<file path="config.mk">
export PLATFORM = sky130hd
export DESIGN_NAME = lfclk_arbiter
export DESIGN_NICKNAME = d
export VERILOG_FILES = /design/src/rtl/lfarb_pkg.sv /design/src/rtl/lfarb_req.sv /design/src/rtl/lfarb_select.sv /design/src/rtl/lfarb_cal.sv /design/src/rtl/lfclk_arbiter.sv
export SDC_FILE = /design/constraint.sdc
export NUM_CORES = 1
export LEC_CHECK = 0
export BUFFER_PORTS_ARGS = -buffer_cell sky130_fd_sc_hd__buf_2
export CORE_ASPECT_RATIO = 2
export CORE_MARGIN = 4
export CORE_UTILIZATION = 25
export DETAILED_ROUTE_END_ITERATION = 6
export GPL_TIMING_DRIVEN = 0
export PLACE_DENSITY = 0.52
export SKIP_CTS_REPAIR_TIMING = 1
export SLEW_MARGIN = 10
export SYNTH_ARGS = -nofsm -noshare
export SYNTH_HDL_FRONTEND = slang
export SYNTH_SLANG_ARGS = --single-unit
</file>
<file path="constraint.sdc">
create_clock -name clk -period 8.4 [get_ports clk]
set_clock_uncertainty 0.15 [all_clocks]
set_input_delay 1.68 -clock clk [delete_from_list [all_inputs] [get_ports clk]]
set_output_delay 1.68 -clock clk [all_outputs]
set_load 0.05 [all_outputs]
</file>
<file path="src/rtl/lfarb_pkg.sv">
package lfarb_pkg;

    localparam int SRC_W   = 2;
    localparam int NUM_SRC = 4;

    localparam logic [SRC_W-1:0] SRC_NONE  = 2'd0;
    localparam logic [SRC_W-1:0] SRC_RC    = 2'd1;
    localparam logic [SRC_W-1:0] SRC_XTAL  = 2'd2;
    localparam logic [SRC_W-1:0] SRC_SYNTH = 2'd3;

    typedef struct packed {
        logic [SRC_W-1:0] src;
        logic             run;
    } req_t;

    typedef enum logic [1:0] {
        CAL_IDLE    = 2'd0,
        CAL_WAIT_RC = 2'd1,
        CAL_MEAS    = 2'd2
    } cal_st_e;

    // Accuracy rank: larger is better.
    function automatic logic [1:0] src_rank(input logic [SRC_W-1:0] s);
        case (s)
            SRC_RC:    return 2'd1;
            SRC_SYNTH: return 2'd2;
            SRC_XTAL:  return 2'd3;
            default:   return 2'd0;
        endcase
    endfunction

    function automatic logic [SRC_W-1:0] better_src(input logic [SRC_W-1:0] a,
                                                    input logic [SRC_W-1:0] b);
        return (src_rank(b) > src_rank(a)) ? b : a;
    endfunction

endpackage

</file>
<file path="src/rtl/lfarb_req.sv">
module lfarb_req
    import lfarb_pkg::*;
(
    input  logic             clk,
    input  logic             rst,
    input  logic             start_i,
    input  logic             stop_i,
    input  logic [SRC_W-1:0] sel_i,
    output req_t             req_o
);

    req_t req_q;

    always_ff @(posedge clk) begin
        if (rst) begin
            req_q <= '0;
        end else if (stop_i) begin
            req_q.run <= 1'b0;
        end else if (start_i) begin
            req_q.src <= sel_i;
            req_q.run <= (sel_i != SRC_NONE);
        end
    end

    assign req_o = req_q;

    p_stop_clears_r1: assert property (@(posedge clk) disable iff (rst)
        stop_i |=> !req_q.run);

    p_start_latches_r1: assert property (@(posedge clk) disable iff (rst)
        (start_i && !stop_i) |=> (req_q.src == $past(sel_i)));

endmodule

</file>
<file path="src/rtl/lfarb_select.sv">
module lfarb_select
    import lfarb_pkg::*;
#(
    parameter int N_PORTS = 2
) (
    input  logic                  clk,
    input  logic                  rst,
    input  req_t [N_PORTS-1:0]    reqs_i,
    input  logic [NUM_SRC-1:0]    rdy_i,
    input  logic                  cal_rc_i,
    output logic [NUM_SRC-1:0]    en_o,
    output logic [SRC_W-1:0]      cur_o
);

    logic [SRC_W-1:0] target;
    logic [SRC_W-1:0] cur_q;
    logic [NUM_SRC-1:0] rdy_d;

    always_comb begin
        target = SRC_NONE;
        for (int p = 0; p < N_PORTS; p++) begin
            if (reqs_i[p].run) target = better_src(target, reqs_i[p].src);
        end
    end

    always_ff @(posedge clk) begin
        if (rst) begin
            cur_q <= SRC_NONE;
            rdy_d <= '0;
        end else begin
            rdy_d <= rdy_i;
            if (target != cur_q && (target == SRC_NONE || rdy_i[target]))
                cur_q <= target;
        end
    end

    assign en_o[0] = 1'b0;
    for (genvar s = 1; s < NUM_SRC; s++) begin : g_en
        localparam logic [SRC_W-1:0] CODE = SRC_W'(s);
        localparam bit IS_RC = (s == 1);
        assign en_o[s] = (cur_q == CODE) || (target == CODE) || (IS_RC && cal_rc_i);
    end

    assign cur_o = cur_q;

    p_switch_after_ready_r5: assert property (@(posedge clk) disable iff (rst)
        (cur_q != $past(cur_q) && cur_q != SRC_NONE) |-> rdy_d[cur_q]);

    p_selected_enabled_r6: assert property (@(posedge clk) disable iff (rst)
        (cur_q != SRC_NONE) |-> en_o[cur_q]);

endmodule

</file>
<file path="src/rtl/lfarb_cal.sv">
module lfarb_cal
    import lfarb_pkg::*;
(
    input  logic clk,
    input  logic rst,
    input  logic trig_i,
    input  logic rc_rdy_i,
    input  logic meas_done_i,
    output logic rc_need_o,
    output logic meas_start_o,
    output logic done_o
);

    cal_st_e st_q;
    logic    done_q;

    always_ff @(posedge clk) begin
        if (rst) begin
            st_q   <= CAL_IDLE;
            done_q <= 1'b0;
        end else begin
            done_q <= 1'b0;
            case (st_q)
                CAL_IDLE:    if (trig_i) st_q <= CAL_WAIT_RC;
                CAL_WAIT_RC: if (rc_rdy_i) st_q <= CAL_MEAS;
                CAL_MEAS: if (meas_done_i) begin
                    st_q   <= CAL_IDLE;
                    done_q <= 1'b1;
                end
                default:     st_q <= CAL_IDLE;
            endcase
        end
    end

    assign rc_need_o    = (st_q != CAL_IDLE);
    assign meas_start_o = (st_q == CAL_WAIT_RC) && rc_rdy_i;
    assign done_o       = done_q;

    p_start_single_r10: assert property (@(posedge clk) disable iff (rst)
        meas_start_o |=> !meas_start_o);

    p_done_pulse_r9: assert property (@(posedge clk) disable iff (rst)
        done_o |=> !done_o);

    p_start_needs_rc_r8: assert property (@(posedge clk) disable iff (rst)
        meas_start_o |-> (rc_rdy_i && rc_need_o));

endmodule

</file>
<file path="src/rtl/lfclk_arbiter.sv">
module lfclk_arbiter
    import lfarb_pkg::*;
#(
    parameter int N_PORTS = 2,
    localparam int SRCV_W = SRC_W * N_PORTS
) (
    input  logic               clk,
    input  logic               rst,
    input  logic [N_PORTS-1:0] req_start_i,
    input  logic [N_PORTS-1:0] req_stop_i,
    input  logic [N_PORTS-1:0] req_cal_i,
    input  logic [SRCV_W-1:0]  req_src_i,
    output logic [N_PORTS-1:0] req_done_o,
    output logic [SRCV_W-1:0]  stat_src_o,
    output logic [N_PORTS-1:0] stat_run_o,
    output logic               rc_en_o,
    input  logic               rc_rdy_i,
    output logic               xo_en_o,
    input  logic               xo_rdy_i,
    output logic               syn_en_o,
    input  logic               syn_rdy_i,
    output logic               cal_start_o,
    input  logic               cal_done_i,
    output logic [SRC_W-1:0]   sel_src_o,
    output logic               sel_run_o
);

    req_t [N_PORTS-1:0] reqs;
    logic [NUM_SRC-1:0] rdy_vec;
    logic [NUM_SRC-1:0] en_vec;
    logic               cal_rc;
    logic               cal_done_pulse;
    logic [SRC_W-1:0]   cur;

    for (genvar p = 0; p < N_PORTS; p++) begin : g_port
        lfarb_req u_req (
            .clk     (clk),
            .rst     (rst),
            .start_i (req_start_i[p]),
            .stop_i  (req_stop_i[p]),
            .sel_i   (req_src_i[SRC_W*p +: SRC_W]),
            .req_o   (reqs[p])
        );
        assign stat_src_o[SRC_W*p +: SRC_W] = reqs[p].src;
        assign stat_run_o[p]                = reqs[p].run;
    end

    assign rdy_vec = {syn_rdy_i, xo_rdy_i, rc_rdy_i, 1'b1};

    lfarb_select #(.N_PORTS(N_PORTS)) u_select (
        .clk      (clk),
        .rst      (rst),
        .reqs_i   (reqs),
        .rdy_i    (rdy_vec),
        .cal_rc_i (cal_rc),
        .en_o     (en_vec),
        .cur_o    (cur)
    );

    lfarb_cal u_cal (
        .clk          (clk),
        .rst          (rst),
        .trig_i       (|req_cal_i),
        .rc_rdy_i     (rc_rdy_i),
        .meas_done_i  (cal_done_i),
        .rc_need_o    (cal_rc),
        .meas_start_o (cal_start_o),
        .done_o       (cal_done_pulse)
    );

    assign rc_en_o    = en_vec[SRC_RC];
    assign xo_en_o    = en_vec[SRC_XTAL];
    assign syn_en_o   = en_vec[SRC_SYNTH];
    assign req_done_o = {N_PORTS{cal_done_pulse}};
    assign sel_src_o  = cur;
    assign sel_run_o  = (cur != SRC_NONE);

    p_done_all_ports_r9: assert property (@(posedge clk) disable iff (rst)
        (|req_done_o) |-> (&req_done_o));

    p_run_flag_r11: assert property (@(posedge clk) disable iff (rst)
        sel_run_o == (sel_src_o != SRC_NONE));

endmodule

</file>
# After elaboration in Yosys (flattened, before gate mapping)
# Cells that the tools add are included.
# Widths: inputs -> output; s select.
[totals]
ff_bits = 11
input_bits = 16
output_inout_bits = 15
word_cells = 72
[op_classes]
n_lt_le_gt_ge = 3
eq_ne = 21
n_mux = 18
n_bitwise = 3
reduce_logical = 20
[ops]
columns = ["operator", "count"]
rows = [
  ["$pmux 2 s3", 4],
  ["$eq 2x2->1 const B", 11],
  ["$mux 2", 11],
  ["$eq 2x1->1 const B", 6],
  ["$reduce_bool 2->1", 4],
  ["$reduce_or 2->1", 4],
  ["$logic_or 1x1->1", 5],
  ["$gt 2x2->1", 2],
  ["$logic_not 2->1", 2],
  ["$ne 2x2->1 const B", 2],
  ["$reduce_and 2->1", 2],
  ["$lt 2x3->1 const B", 1],
  ["$not 1->1", 3],
  ["$reduce_and 3->1", 1],
  ["$bmux 1 s2", 1],
  ["$logic_and 1x1->1", 2],
  ["$mux 1", 2],
  ["$ne 2x1->1 const B", 1],
  ["$ne 2x2->1", 1],
]

# Logic depth before layout (Yosys ltp)
# Gate-level depths: netlist (run 1).
[logic_depth]
ltp_word = 16
mapped_depth = 9
depth_no_buf = 9

# Hierarchy
# Synthesis (run 1) repeated with hierarchy kept, for this count alone.
[unflattened]
hier_cells = 84
area_unflattened_um2 = 745.7
[by_module_without_submodules]
columns = ["module", "n_inst", "cells_each", "area_per_inst_um2", "seq_area_each_um2"]
rows = [
  ["lfarb_select", 1, 42, 340.3, 40.0],
  ["lfarb_req", 2, 13, 128.9, 60.1],
  ["lfarb_cal", 1, 11, 116.4, 60.1],
  ["lfclk_arbiter", 1, 5, 31.3, 0.0],
]

# Least setup slack after synthesis (run 1)
# Ideal clock, no wire load.
[synth_path]
kind = "flip-flop to output port"
from = "register g_port[1].u_req.req_q (netlist bit g_port[1].u_req.req_o[1])"
to = "output port xo_en_o"
t_arrival_ps = 2902
t_required_ps = 6570
setup_slack_ps = 3668
path_stages_with_launch = 10
n_path_buf = 0
path_cell_list = "dfxtp_1 inv_1 ha_1 or2_2 ha_1 nor2b_4 o211ai_4 mux2i_1 nand2_1 o21ai_0"
[synth_via]
elab_chain_len = 8
elab_cells_between_ends = 10
cone_classes = "order compare: 1; eq/ne: 4; mux: 4; reduce/logical: 1"
[synth_rtl]
columns = ["element", "line_no", "rtl"]
rows = [
  ["from (decl)", "lfarb_req.sv:12", "req_t req_q;"],
  ["$eq 2x2->1 or $eq 2x1->1 (tied branches)", "lfarb_pkg.sv:24", "case (s)"],
  ["$pmux 2 s3", "lfarb_pkg.sv:24", ""],
  ["$mux 2", "lfarb_select.sv:22", "if (reqs_i[p].run) target = better_src(target, reqs_i[p].src);"],
  ["$gt 2x2->1", "lfarb_pkg.sv:34", "return (src_rank(b) > src_rank(a)) ? b : a;"],
  ["$mux 2 (*)", "lfarb_pkg.sv:34", ""],
  ["$mux 2 (*)", "lfarb_select.sv:22", ""],
  ["$eq 2x2->1 (*)", "lfarb_select.sv:41", "assign en_o[s] = (cur_q == CODE) || (target == CODE) || (IS_RC && cal_rc_i);"],
  ["$logic_or 1x1->1 (*)", "lfarb_select.sv:41", ""],
  ["to (decl)", "lfclk_arbiter.sv:18", "output logic xo_en_o,"],
]
# Every way passes the cells marked *; elsewhere a longest branch is shown, timed or not. The select of a mux whose other input is x is not followed.

# Worst setup path in the final report (run 1)
[layout_path]
from = "register g_port[1].u_req.req_q (netlist bit g_port[1].u_req.req_o[1])"
to = "output port syn_en_o"
[layout_via]
elab_chain_len = 8
elab_cells_between_ends = 10
cone_classes = "order compare: 1; eq/ne: 4; mux: 4; reduce/logical: 1"
[layout_rtl]
columns = ["element", "line_no", "rtl"]
rows = [
  ["$eq 2x2->1 or $eq 2x1->1 (tied branches)", "lfarb_pkg.sv:24", ""],
  ["$pmux 2 s3", "lfarb_pkg.sv:24", ""],
  ["$mux 2", "lfarb_select.sv:22", ""],
  ["$gt 2x2->1", "lfarb_pkg.sv:34", ""],
  ["$mux 2 (*)", "lfarb_pkg.sv:34", ""],
  ["$mux 2 (*)", "lfarb_select.sv:22", ""],
  ["$eq 2x2->1 (*)", "lfarb_select.sv:41", ""],
  ["$logic_or 1x1->1 (*)", "lfarb_select.sv:41", ""],
  ["to (decl)", "lfclk_arbiter.sv:20", "output logic syn_en_o,"],
]
# Marked as above.

==> qor.csv, run 1 <==
stage;metric;value;unit
outcome;status;finished clean;
clock_network;clk_latency;0.24;ns
clock_network;cts_max_path_buffers;2;
job;maxCapViolCount;0;
clock_network;cts-root-buf;clkbuf_8;
worst_setup_path;cp.required;6.57;ns
synth;synth_warnings;0;
routing;drt_wl_total;1640;µm
pwr;p_leak;0.477;nW
finish;fin_nets;133;
die;core_area;2570;µm²
die;io_pins;31;
worst_setup_path;cp-end-kind;output pin;
routing;drtAntennaViolNets;0;
timing;tightestPinTransition;0.449;ns
pwr;ir_drop;79.2;µV
global_routing;antenna_found_initial;0;
synth;synth_cells;78;
hold_path;min_path_type;flop to flop;
global_routing;grt_first_pass_wirelength;2730;µm
timing;setup_ws;3.73;ns
routing;initialDrtViolationCount;10;
synth;yosysSeqAreaShare;0.324;
die;die_w;44.9;µm
routing;drt-wirelength-per-cell;11.7;µm
clock_network;htreeDepth;1;
synth;netlist_area;681;µm²
synth;ys_ff_latch;11;
placement;finalWeightedCongestion;0.681;
global_routing;grt_usage;0.101;
die;std_cell_rows;26;
routing;drc;0;
finish;area_growth;33.8;%
worst_setup_path;critPathMaxStageDelay;0.47;ns
clock_network;cts_buffers;3;
die;initial_core_util;0.265;
worst_setup_path;crit_chain;inv_1 > ha_1 > or2_2 > ha_1 > nor2b_4 > o211ai_4 > mux2i_1 > inv_1 > a22o_1 > buf_2;
clock_network;path_clk_slew;0.05;ns
worst_setup_path;worstPathArrival;2.84;ns
timing;relSlewSlack;0.692;
pwr;finalPower;141;µW
clock_network;clock-sinks;11;
finish;drive_gt1_frac;0.375;
placement;dp_hpwl;1350;µm
timing;period_needed;4.67;ns
timing;post-route-period-util;0.556;
synth;synth_cell_types;29;
hold_path;hold_start;u_cal.st_q[1];
timing;finalMaxSlewViolations;0;
synth;syn_avg_cell_area;8.73;µm²
timing;max_freq;0.214;GHz
synth;syn-num-nets;98;
die;die_h;81.8;µm
timing;tns;0;ns
die;die-area;3670;µm²
routing;num_vias;653;
routing;first_pass_iters;4;
global_routing;grt_pass1_vias;647;
worst_setup_path;worstSetupStartpointType;flop;
worst_setup_path;critPathKind;flop to output pin;
timing;rsz0062_at_grt;false;
finish;layout_commonest_cell;buf_2;
routing;avgViaCountPerCell;4.66;
finish;final_cell_mix;buf_2, nor2_1, dfxtp_1;
placement;place_ws;3.97;ns
clock_network;cts_tree;built;
worst_setup_path;slowest_stage;mux2i_1;
placement;portBuffers;30;
timing;report.final.setup_viol;0;
finish;antenna_cells;0;
worst_setup_path;crit_start;g_port[1].u_req.req_o[1];
worst_setup_path;r2r_start;g_port[1].u_req.req_o[1];
pwr;power_density;154;nW/µm²
timing;hold_violations;0;
worst_setup_path;crit_fanout;6;
global_routing;grt_max_degree;11;
global_routing;grt_overflow;0;
[cells by family after synthesis]
family          Yosys count  synth area share
compound gates           13             0.184
flops                    11             0.324
simple gates             32             0.230
fa+ha+maj                 4            0.0735
mux                       7             0.110
buf+inv                  10            0.0662
xor+xnor                  1            0.0129
[cell type report]
class                      count  area (µm²)
timing repair buffer          30         150
buffer                         3        18.8
multi-input combinational     57         415
inverter                       7        26.3
fill                         279        1660
clock buffer                   4        45.0
tap                           28        35.0
sequential                    11         220
[per-stage QoR]
step / hold slack (ns) / utilization / std cells / area, µm²
after floorplan: 0.313 / - / 78 / 681
after global placement: 0.344 / 0.337 / 136 / 866
after detailed placement: 0.356 / 0.337 / 136 / 866
after CTS: 0.363 / 0.354 / 140 / 911
after global routing: 0.387 / 0.354 / 140 / 911
final: 0.359 / 0.354 / 140 / 911
[layer usage]
| layer | track usage | wire (µm) |
|---|---|---|
| met3 | 0.0219 | 93 |
| met1 | 0.117 | 672 |
| met5 | 0 | 0 |
| met4 | 0.0704 | 21 |
| met2 | 0.160 | 850 |
[synth_stat cells]
cell type	n	area, µm²
inv_1	7	26.3
a22o_1	1	8.76
nor2_1	13	48.8
o21bai_1	1	7.51
nor4bb_1	1	10.0
a2111o_1	1	11.3
and2_1	2	12.5
buf_4	2	15.0
clkbuf_1	1	3.75
nor2b_4	1	13.8
a32oi_2	1	16.3
mux2i_2	1	13.8
nand2_1	8	30.0
a2111oi_0	3	26.3
nor2b_1	2	12.5
a21oi_1	2	10.0
xor2_1	1	8.76
dfxtp_1	11	220
o211ai_4	1	21.3
nor3_1	1	5.00
and3_1	1	6.26
ha_1	4	50.1
mux2_2	1	11.3
or2_2	2	12.5
o21ai_0	1	5.00
mux2i_1	5	50.1
nand3_1	1	5.00
o311a_1	1	10.0
a311oi_1	1	8.76
[critical path, delay by kind of cell (launching register included)]
family	cells	cell delay [ns]
compound gates	2	0.44
fa+ha+maj	2	0.50
buf+inv	3	0.37
flops	1	0.42
mux	1	0.47
simple gates	2	0.41
[path summary, 6_finish.rpt]
| kind | cells past startpoint | slack (ns) | endpoint |
|---|---|---|---|
| max | 10 | 3.73 | syn_en_o |
| min | 1 | 0.36 | u_cal.st_q[0] |
| max reg2reg | 9 | 5.55 | u_select.cur_o[1] |
| min reg2reg | 1 | 0.36 | u_cal.st_q[0] |
[report_power, final]
group | leakage, nW | internal [mW] | total [mW] | switching, mW
combinational | 0.365 | 0.0101 | 0.0292 | 0.0191
sequential | 0.0899 | 0.0546 | 0.0573 | 0.00277
clock | 0.0228 | 0.0334 | 0.0541 | 0.0207
[registers in the layout, summed over array words and instances (netlist names)]
name,flops
u_cal.st_q,2
u_select.cur_o,2
g_port.u_req.req_o,6
u_cal.done_o,1
Note: power is estimated with default switching activity, not from simulation.
==> inputs of run 2 (changes only) <==
Settings changed: PLACE_DENSITY 0.52 to 0.54.
Clock period 8.4 ns to 3.8 ns, I/O delays scaled along.
==> run 2 against run 1 <==
First-iteration DRC count shrank 20%. Power grew 120%. Design area grew 4.4%. Combinational power grew 130%. Setup slack lost 3.5 ns. Via count grew 2.0%. Non-clock buffer count grew 2. Critical path depth shrank 1. Core utilization grew 1.6 points. Highest routed layer unchanged.
==> qor.csv, run 2 (synthesis gave the netlist of run 1 again) <==
stage;metric;value;unit;change
timing;rsz0062_at_grt;false;;
worst_setup_path;critPathKind;flop to output pin;;
pwr;ir_drop;144;µV;+82%
timing;report.final.setup_viol;0;;unchanged
timing;tightestPinTransition;0.425;ns;-0.0247 ns
routing;num_vias;666;;+2.0%
finish;largest_register_ffs;6;;unchanged
timing;max_freq;0.277;GHz;
timing;period_needed;3.61;ns;
clock_network;clk_latency;0.23;ns;about the same
routing;drt-wirelength-per-cell;11.6;µm;-1.2%
die;initial_core_util;0.265;;unchanged
global_routing;grt_max_degree;11;;unchanged
finish;fin_cells;142;;+1.4%
routing;drtAntennaViolNets;0;;unchanged
placement;place_ws;0.288;ns;-3.69 ns
routing;initialDrtViolationCount;8;;-2
pwr;clockPowerShare;0.370;;-0.015
pwr;seq_power_share;0.413;;+0.005
global_routing;antenna_found_initial;0;;unchanged
worst_setup_path;r2r_setup_slack;1.01;ns;-4.54 ns
job;maxCapViolCount;0;;unchanged
pwr;combPwrFrac;0.217;;+0.009
outcome;status;finished clean;;
finish;multi_input_area;437;µm²;+5.1%
timing;setup_ws;0.191;ns;-3.54 ns
die;die_h;81.8;µm;unchanged
worst_setup_path;crit_fanout;6;;unchanged
pwr;swShare;0.293;;-0.00949
worst_setup_path;reg2reg_to;u_select.cur_o[1];;
routing;first_pass_iters;4;;unchanged
pwr;p_leak;0.483;nW;+1.2%
die;die_w;44.9;µm;unchanged
clock_network;clock-sinks;11;;unchanged
timing;tns;0;ns;unchanged
hold_path;hold_start;u_cal.st_q[1];;
routing;drt_wl_total;1640;µm;+0.18%
pwr;p_switching;90.3;µW;+110%
global_routing;grt_usage;0.101;;-0.000347
finish;seq_area;221;µm²;+0.57%
routing;avgViaCountPerCell;4.69;;+0.55%
worst_setup_path;cp-end-kind;output pin;;
die;io_pins;31;;unchanged
hold_path;whs_endpoint;u_cal.done_o;;
clock_network;cts-root-buf;clkbuf_8;;
finish;drive_gt1_frac;0.404;;+0.0285
timing;finalMaxSlewViolations;0;;unchanged
worst_setup_path;worstPathArrival;2.70;ns;-0.14 ns
hold_path;hold_depth;1;;unchanged
hold_path;min_path_type;flop to flop;;
die;die-area;3670;µm²;unchanged
placement;portBuffers;30;;unchanged
timing;relSlewSlack;0.717;;+0.0250
pwr;p_int;218;µW;+120%
clock_network;cts_tree;built;;
routing;drc;0;;unchanged
finish;fillerInstances;284;;+1.8%
die;std_cell_rows;26;;unchanged
timing;hold_violations;0;;unchanged
finish;final_cell_mix;buf_2, nor2_1, dfxtp_1;;
finish;layout_commonest_cell;buf_2;;
global_routing;grt_pass1_vias;690;;+6.6%
placement;dp_hpwl;1340;µm;-0.76%
clock_network;path_clk_slew;0.05;ns;about the same
placement;dp.cells;136;;unchanged
finish;antenna_cells;0;;unchanged
clock_network;cts_buffers;3;;unchanged
worst_setup_path;cp.required;2.89;ns;-3.68 ns
finish;area_growth;39.7;%;
worst_setup_path;worstSetupStartpointType;flop;;
global_routing;grt_overflow;0;;unchanged
timing;post-route-period-util;0.950;;
pwr;power_density;324;nW/µm²;+110%
global_routing;grt_first_pass_wirelength;2740;µm;+0.51%
finish;fin_nets;135;;+1.5%
worst_setup_path;r2r_start;g_port[1].u_req.req_o[1];;
die;core_area;2570;µm²;unchanged
clock_network;htreeDepth;1;;unchanged
worst_setup_path;r2r_cells;9;;unchanged
clock_network;cts_max_path_buffers;2;;unchanged
placement;finalWeightedCongestion;0.716;;+5.1%
## run 2: changes by cell type in the layout (fill, tap and decap cells not counted)
cell      delta
buf_2        -1
dfxtp_1      -1
dfxtp_2      +1
o21ai_0      -1
o21ai_1      +1
clkbuf_4     +1
buf_4        +2
mux2i_2      -1
mux2i_4      +2
mux2i_1      -1
## run 2: how the worst max path moves through the flow
stage                                  start       end  slack [ns]
floorplan           g_port[1].u_req.req_o[1]   xo_en_o        0.02
global placement    g_port[1].u_req.req_o[1]  syn_en_o        0.34
detailed placement  g_port[1].u_req.req_o[1]  syn_en_o        0.29
CTS                 g_port[1].u_req.req_o[1]  syn_en_o        0.02
global route        g_port[1].u_req.req_o[1]   xo_en_o        0.03
finish              g_port[1].u_req.req_o[1]   rc_en_o        0.19
## run 2: power groups by stage
| stage | Combinational [mW] | Sequential (mW) | Clock, mW |
|---|---|---|---|
| after global routing | 0.0729 | 0.128 | 0.125 |
| after detailed placement | 0.0655 | 0.129 | 0 |
| after floorplan | 0.0347 | 0.139 | 0 |
| after CTS | 0.0660 | 0.127 | 0.119 |
| final | 0.0669 | 0.127 | 0.114 |
| after global placement | 0.0644 | 0.129 | 0 |
## run 2: stage by stage
| step | util | hold WS [ns] | power, mW | cell area, µm² |
|---|---|---|---|---|
| after global placement | 0.337 | 0.345 | 0.194 | 866 |
| after floorplan | - | 0.313 | 0.174 | 681 |
| after CTS | 0.354 | 0.363 | 0.312 | 911 |
| final | 0.370 | 0.362 | 0.308 | 951 |
| after global routing | 0.370 | 0.388 | 0.326 | 951 |
| after detailed placement | 0.337 | 0.357 | 0.195 | 866 |
## run 2: cell type report
class / instances / share of cell area
Clock buffer: 4 / 0.0474
Multi-Input combinational cell: 57 / 0.459
Inverter: 7 / 0.0276
Timing Repair Buffer: 32 / 0.176
Sequential cell: 11 / 0.233
Tap cell: 28 / 0.0368
Buffer: 3 / 0.0197
## run 2: layer usage
layer / GRT usage / vias to the layer above / wire length [µm]
met1: 0.105 / 298 / 651
met5: 0 / - / 0
met2: 0.176 / 24 / 874
met3: 0.0154 / 2 / 95
li1: - / 342 / -
met4: 0.0704 / 0 / 21
## run 2: critical path: stages (launching register included)
cell and delay, ns:
dfxtp_2 0.39, inv_1 0.07, ha_1 0.18, or2_2 0.27, ha_1 0.31, nor2b_4 0.14
o211ai_4 0.30, mux2i_1 0.17, a2111o_1 0.41, buf_2 0.22
==> inputs of run 3 (changes only) <==
Settings changed: CORE_ASPECT_RATIO 2 to 0.7.
==> run 3 against run 2 <==
Flip-flop and latch count unchanged. Maximum frequency decreased by 2.0%. Wire length increased by 1.6%. Register-to-register slack got worse by 0.03 ns.
==> qor.csv, run 3 (synthesis gave the netlist of run 1 again) <==
stage;metric;value;unit;change
outcome;status;finished clean;;
die;io_pins;31;;unchanged
worst_setup_path;crit_chain;inv_1 > ha_1 > or2_2 > ha_1 > nor2b_4 > o211ai_4 > mux2i_4 > inv_1 > a22o_1 > buf_2;;
pwr;ir_drop;171;µV;+19%
routing;num_vias;655;;-1.7%
worst_setup_path;r2r_start;g_port[1].u_req.req_o[1];;
pwr;power_density;333;nW/µm²;+2.6%
timing;relSlewSlack;0.672;;-0.0449
timing;period_needed;3.68;ns;+0.0724 ns
pwr;finalPower;314;µW;+2.0%
worst_setup_path;cp-end-kind;output pin;;
clock_network;htreeDepth;1;;unchanged
job;maxCapViolCount;0;;unchanged
routing;drtAntennaViolNets;0;;unchanged
die;die-area;3630;µm²;-1.0%
worst_setup_path;crit_fanout;6;;unchanged
global_routing;antenna_found_initial;0;;unchanged
clock_network;path_clk_slew;0.05;ns;about the same
timing;finalMaxSlewViolations;0;;unchanged
timing;hold_violations;0;;unchanged
routing;drc;0;;unchanged
die;die_w;70.4;µm;+57%
global_routing;grt_overflow;0;;unchanged
hold_path;min_path_type;flop to flop;;
finish;final_cell_mix;buf_2, nor2_1, dfxtp_1;;
placement;dp_hpwl;1330;µm;-0.79%
hold_path;whs_endpoint;u_cal.st_q[0];;
placement;finalWeightedCongestion;0.758;;+5.8%
worst_setup_path;cp.required;2.89;ns;about the same
worst_setup_path;worstSetupStartpointType;flop;;
finish;fillerInstances;267;;-6.0%
finish;antenna_cells;0;;unchanged
global_routing;grt_first_pass_wirelength;2600;µm;-5.0%
routing;first_pass_iters;4;;unchanged
routing;avgViaCountPerCell;4.49;;-4.3%
finish;drive_gt1_frac;0.402;;-0.00172
timing;tightestPinTransition;0.492;ns;+0.0673 ns
clock_network;cts_tree;built;;
timing;tns;0;ns;unchanged
clock_network;cts_max_path_buffers;2;;unchanged
finish;fin_cells;146;;+2.8%
die;std_cell_rows;15;;-42%
clock_network;clock-sinks;11;;unchanged
timing;report.final.setup_viol;0;;unchanged
global_routing;grt_max_degree;11;;unchanged
global_routing;grt_usage;0.0932;;-0.00761
finish;fin_nets;133;;-1.5%
timing;rsz0062_at_grt;false;;
clock_network;cts_buffers;3;;unchanged
hold_path;hold_depth;1;;unchanged
global_routing;grt_pass1_vias;590;;-14%
finish;area_growth;38.8;%;
worst_setup_path;critPathMaxStageDelay;0.39;ns;-0.02 ns
routing;drt-wirelength-per-cell;11.4;µm;-1.1%
worst_setup_path;worstPathArrival;2.77;ns;+0.07 ns
finish;largest_register_ffs;6;;unchanged
worst_setup_path;slowest_stage;dfxtp_2;;
routing;initialDrtViolationCount;16;;+8
timing;max_freq;0.272;GHz;-2.0%
clock_network;clk_latency;0.24;ns;about the same
die;initial_core_util;0.269;;+0.00379
placement;dp.cells;142;;+4.4%
worst_setup_path;reg2reg_to;u_select.cur_o[1];;
hold_path;hold_start;u_cal.st_q[1];;
worst_setup_path;r2r_setup_slack;0.98;ns;-0.03 ns
pwr;p_leak;0.477;nW;-1.2%
placement;portBuffers;30;;unchanged
finish;layout_commonest_cell;buf_2;;
worst_setup_path;critPathKind;flop to output pin;;
die;die_h;51.7;µm;-37%
routing;drt_wl_total;1670;µm;+1.6%
die;core_area;2530;µm²;-1.4%
clock_network;cts-root-buf;clkbuf_8;;
worst_setup_path;r2r_cells;9;;unchanged
timing;post-route-period-util;0.969;;+0.0191
==> run 3: cell count changes in the layout (fill, tap and decap cells not counted), sizes merged <==
cell	previous run	this run
buf	33	31
clkbuf	6	5
clkinv	0	1
==> run 3: layout make-up <==
type	instances	area, µm²	share of cell area
Multi-Input combinational cell	57	437	0.462
Sequential cell	11	221	0.234
Timing Repair Buffer	30	153	0.162
Tap cell	34	42.5	0.0450
Clock buffer	3	41.3	0.0437
Inverter	7	26.3	0.0278
Buffer	3	18.8	0.0199
Clock inverter	1	5.00	0.00530
==> run 3: worst max path at each step <==
stage,cells past startpoint,end,from,slack (ns)
global placement,10,syn_en_o,g_port[1].u_req.req_o[1],0.36
detailed placement,10,syn_en_o,g_port[1].u_req.req_o[1],0.32
global route,10,syn_en_o,g_port[1].u_req.req_o[1],0.01
floorplan,9,xo_en_o,g_port[1].u_req.req_o[1],0.02
finish,10,syn_en_o,g_port[1].u_req.req_o[1],0.12
CTS,10,syn_en_o,g_port[1].u_req.req_o[1],0.03
==> run 3: through the flow <==
stage / area (µm²) / hold WS, ns / setup slack (ns) / utilization
after floorplan: 681 / 0.313 / 0.0206 / -
after global placement: 873 / 0.344 / 0.358 / 0.345
after detailed placement: 873 / 0.364 / 0.324 / 0.345
after CTS: 920 / 0.372 / 0.0312 / 0.363
after global routing: 945 / 0.382 / 0.0123 / 0.373
final: 945 / 0.363 / 0.119 / 0.373
==> run 3: critical path, delay by kind of cell, from the launching register on <==
family	cells	cell delay [ns]
flip-flops	1	0.39
multiplexers	1	0.36
AND/OR/NAND/NOR	2	0.41
adder cells (fa/ha/maj)	2	0.50
buffers and inverters	3	0.36
AO/OA/AOI/OAI	2	0.52
==> run 3: layer usage <==
metal | GRT usage | share of wire
met1 | 0.122 | 0.48
met2 | 0.124 | 0.41
met3 | 0.0463 | 0.089
met4 | 0.0478 | 0.015
met5 | 0 | 0
==> run 3: power breakdown <==
part	leakage (nW)	switching [mW]	internal, mW
clock network	0.0255	0.0486	0.0724
logic	0.361	0.0429	0.0232
registers	0.0903	0.00649	0.121
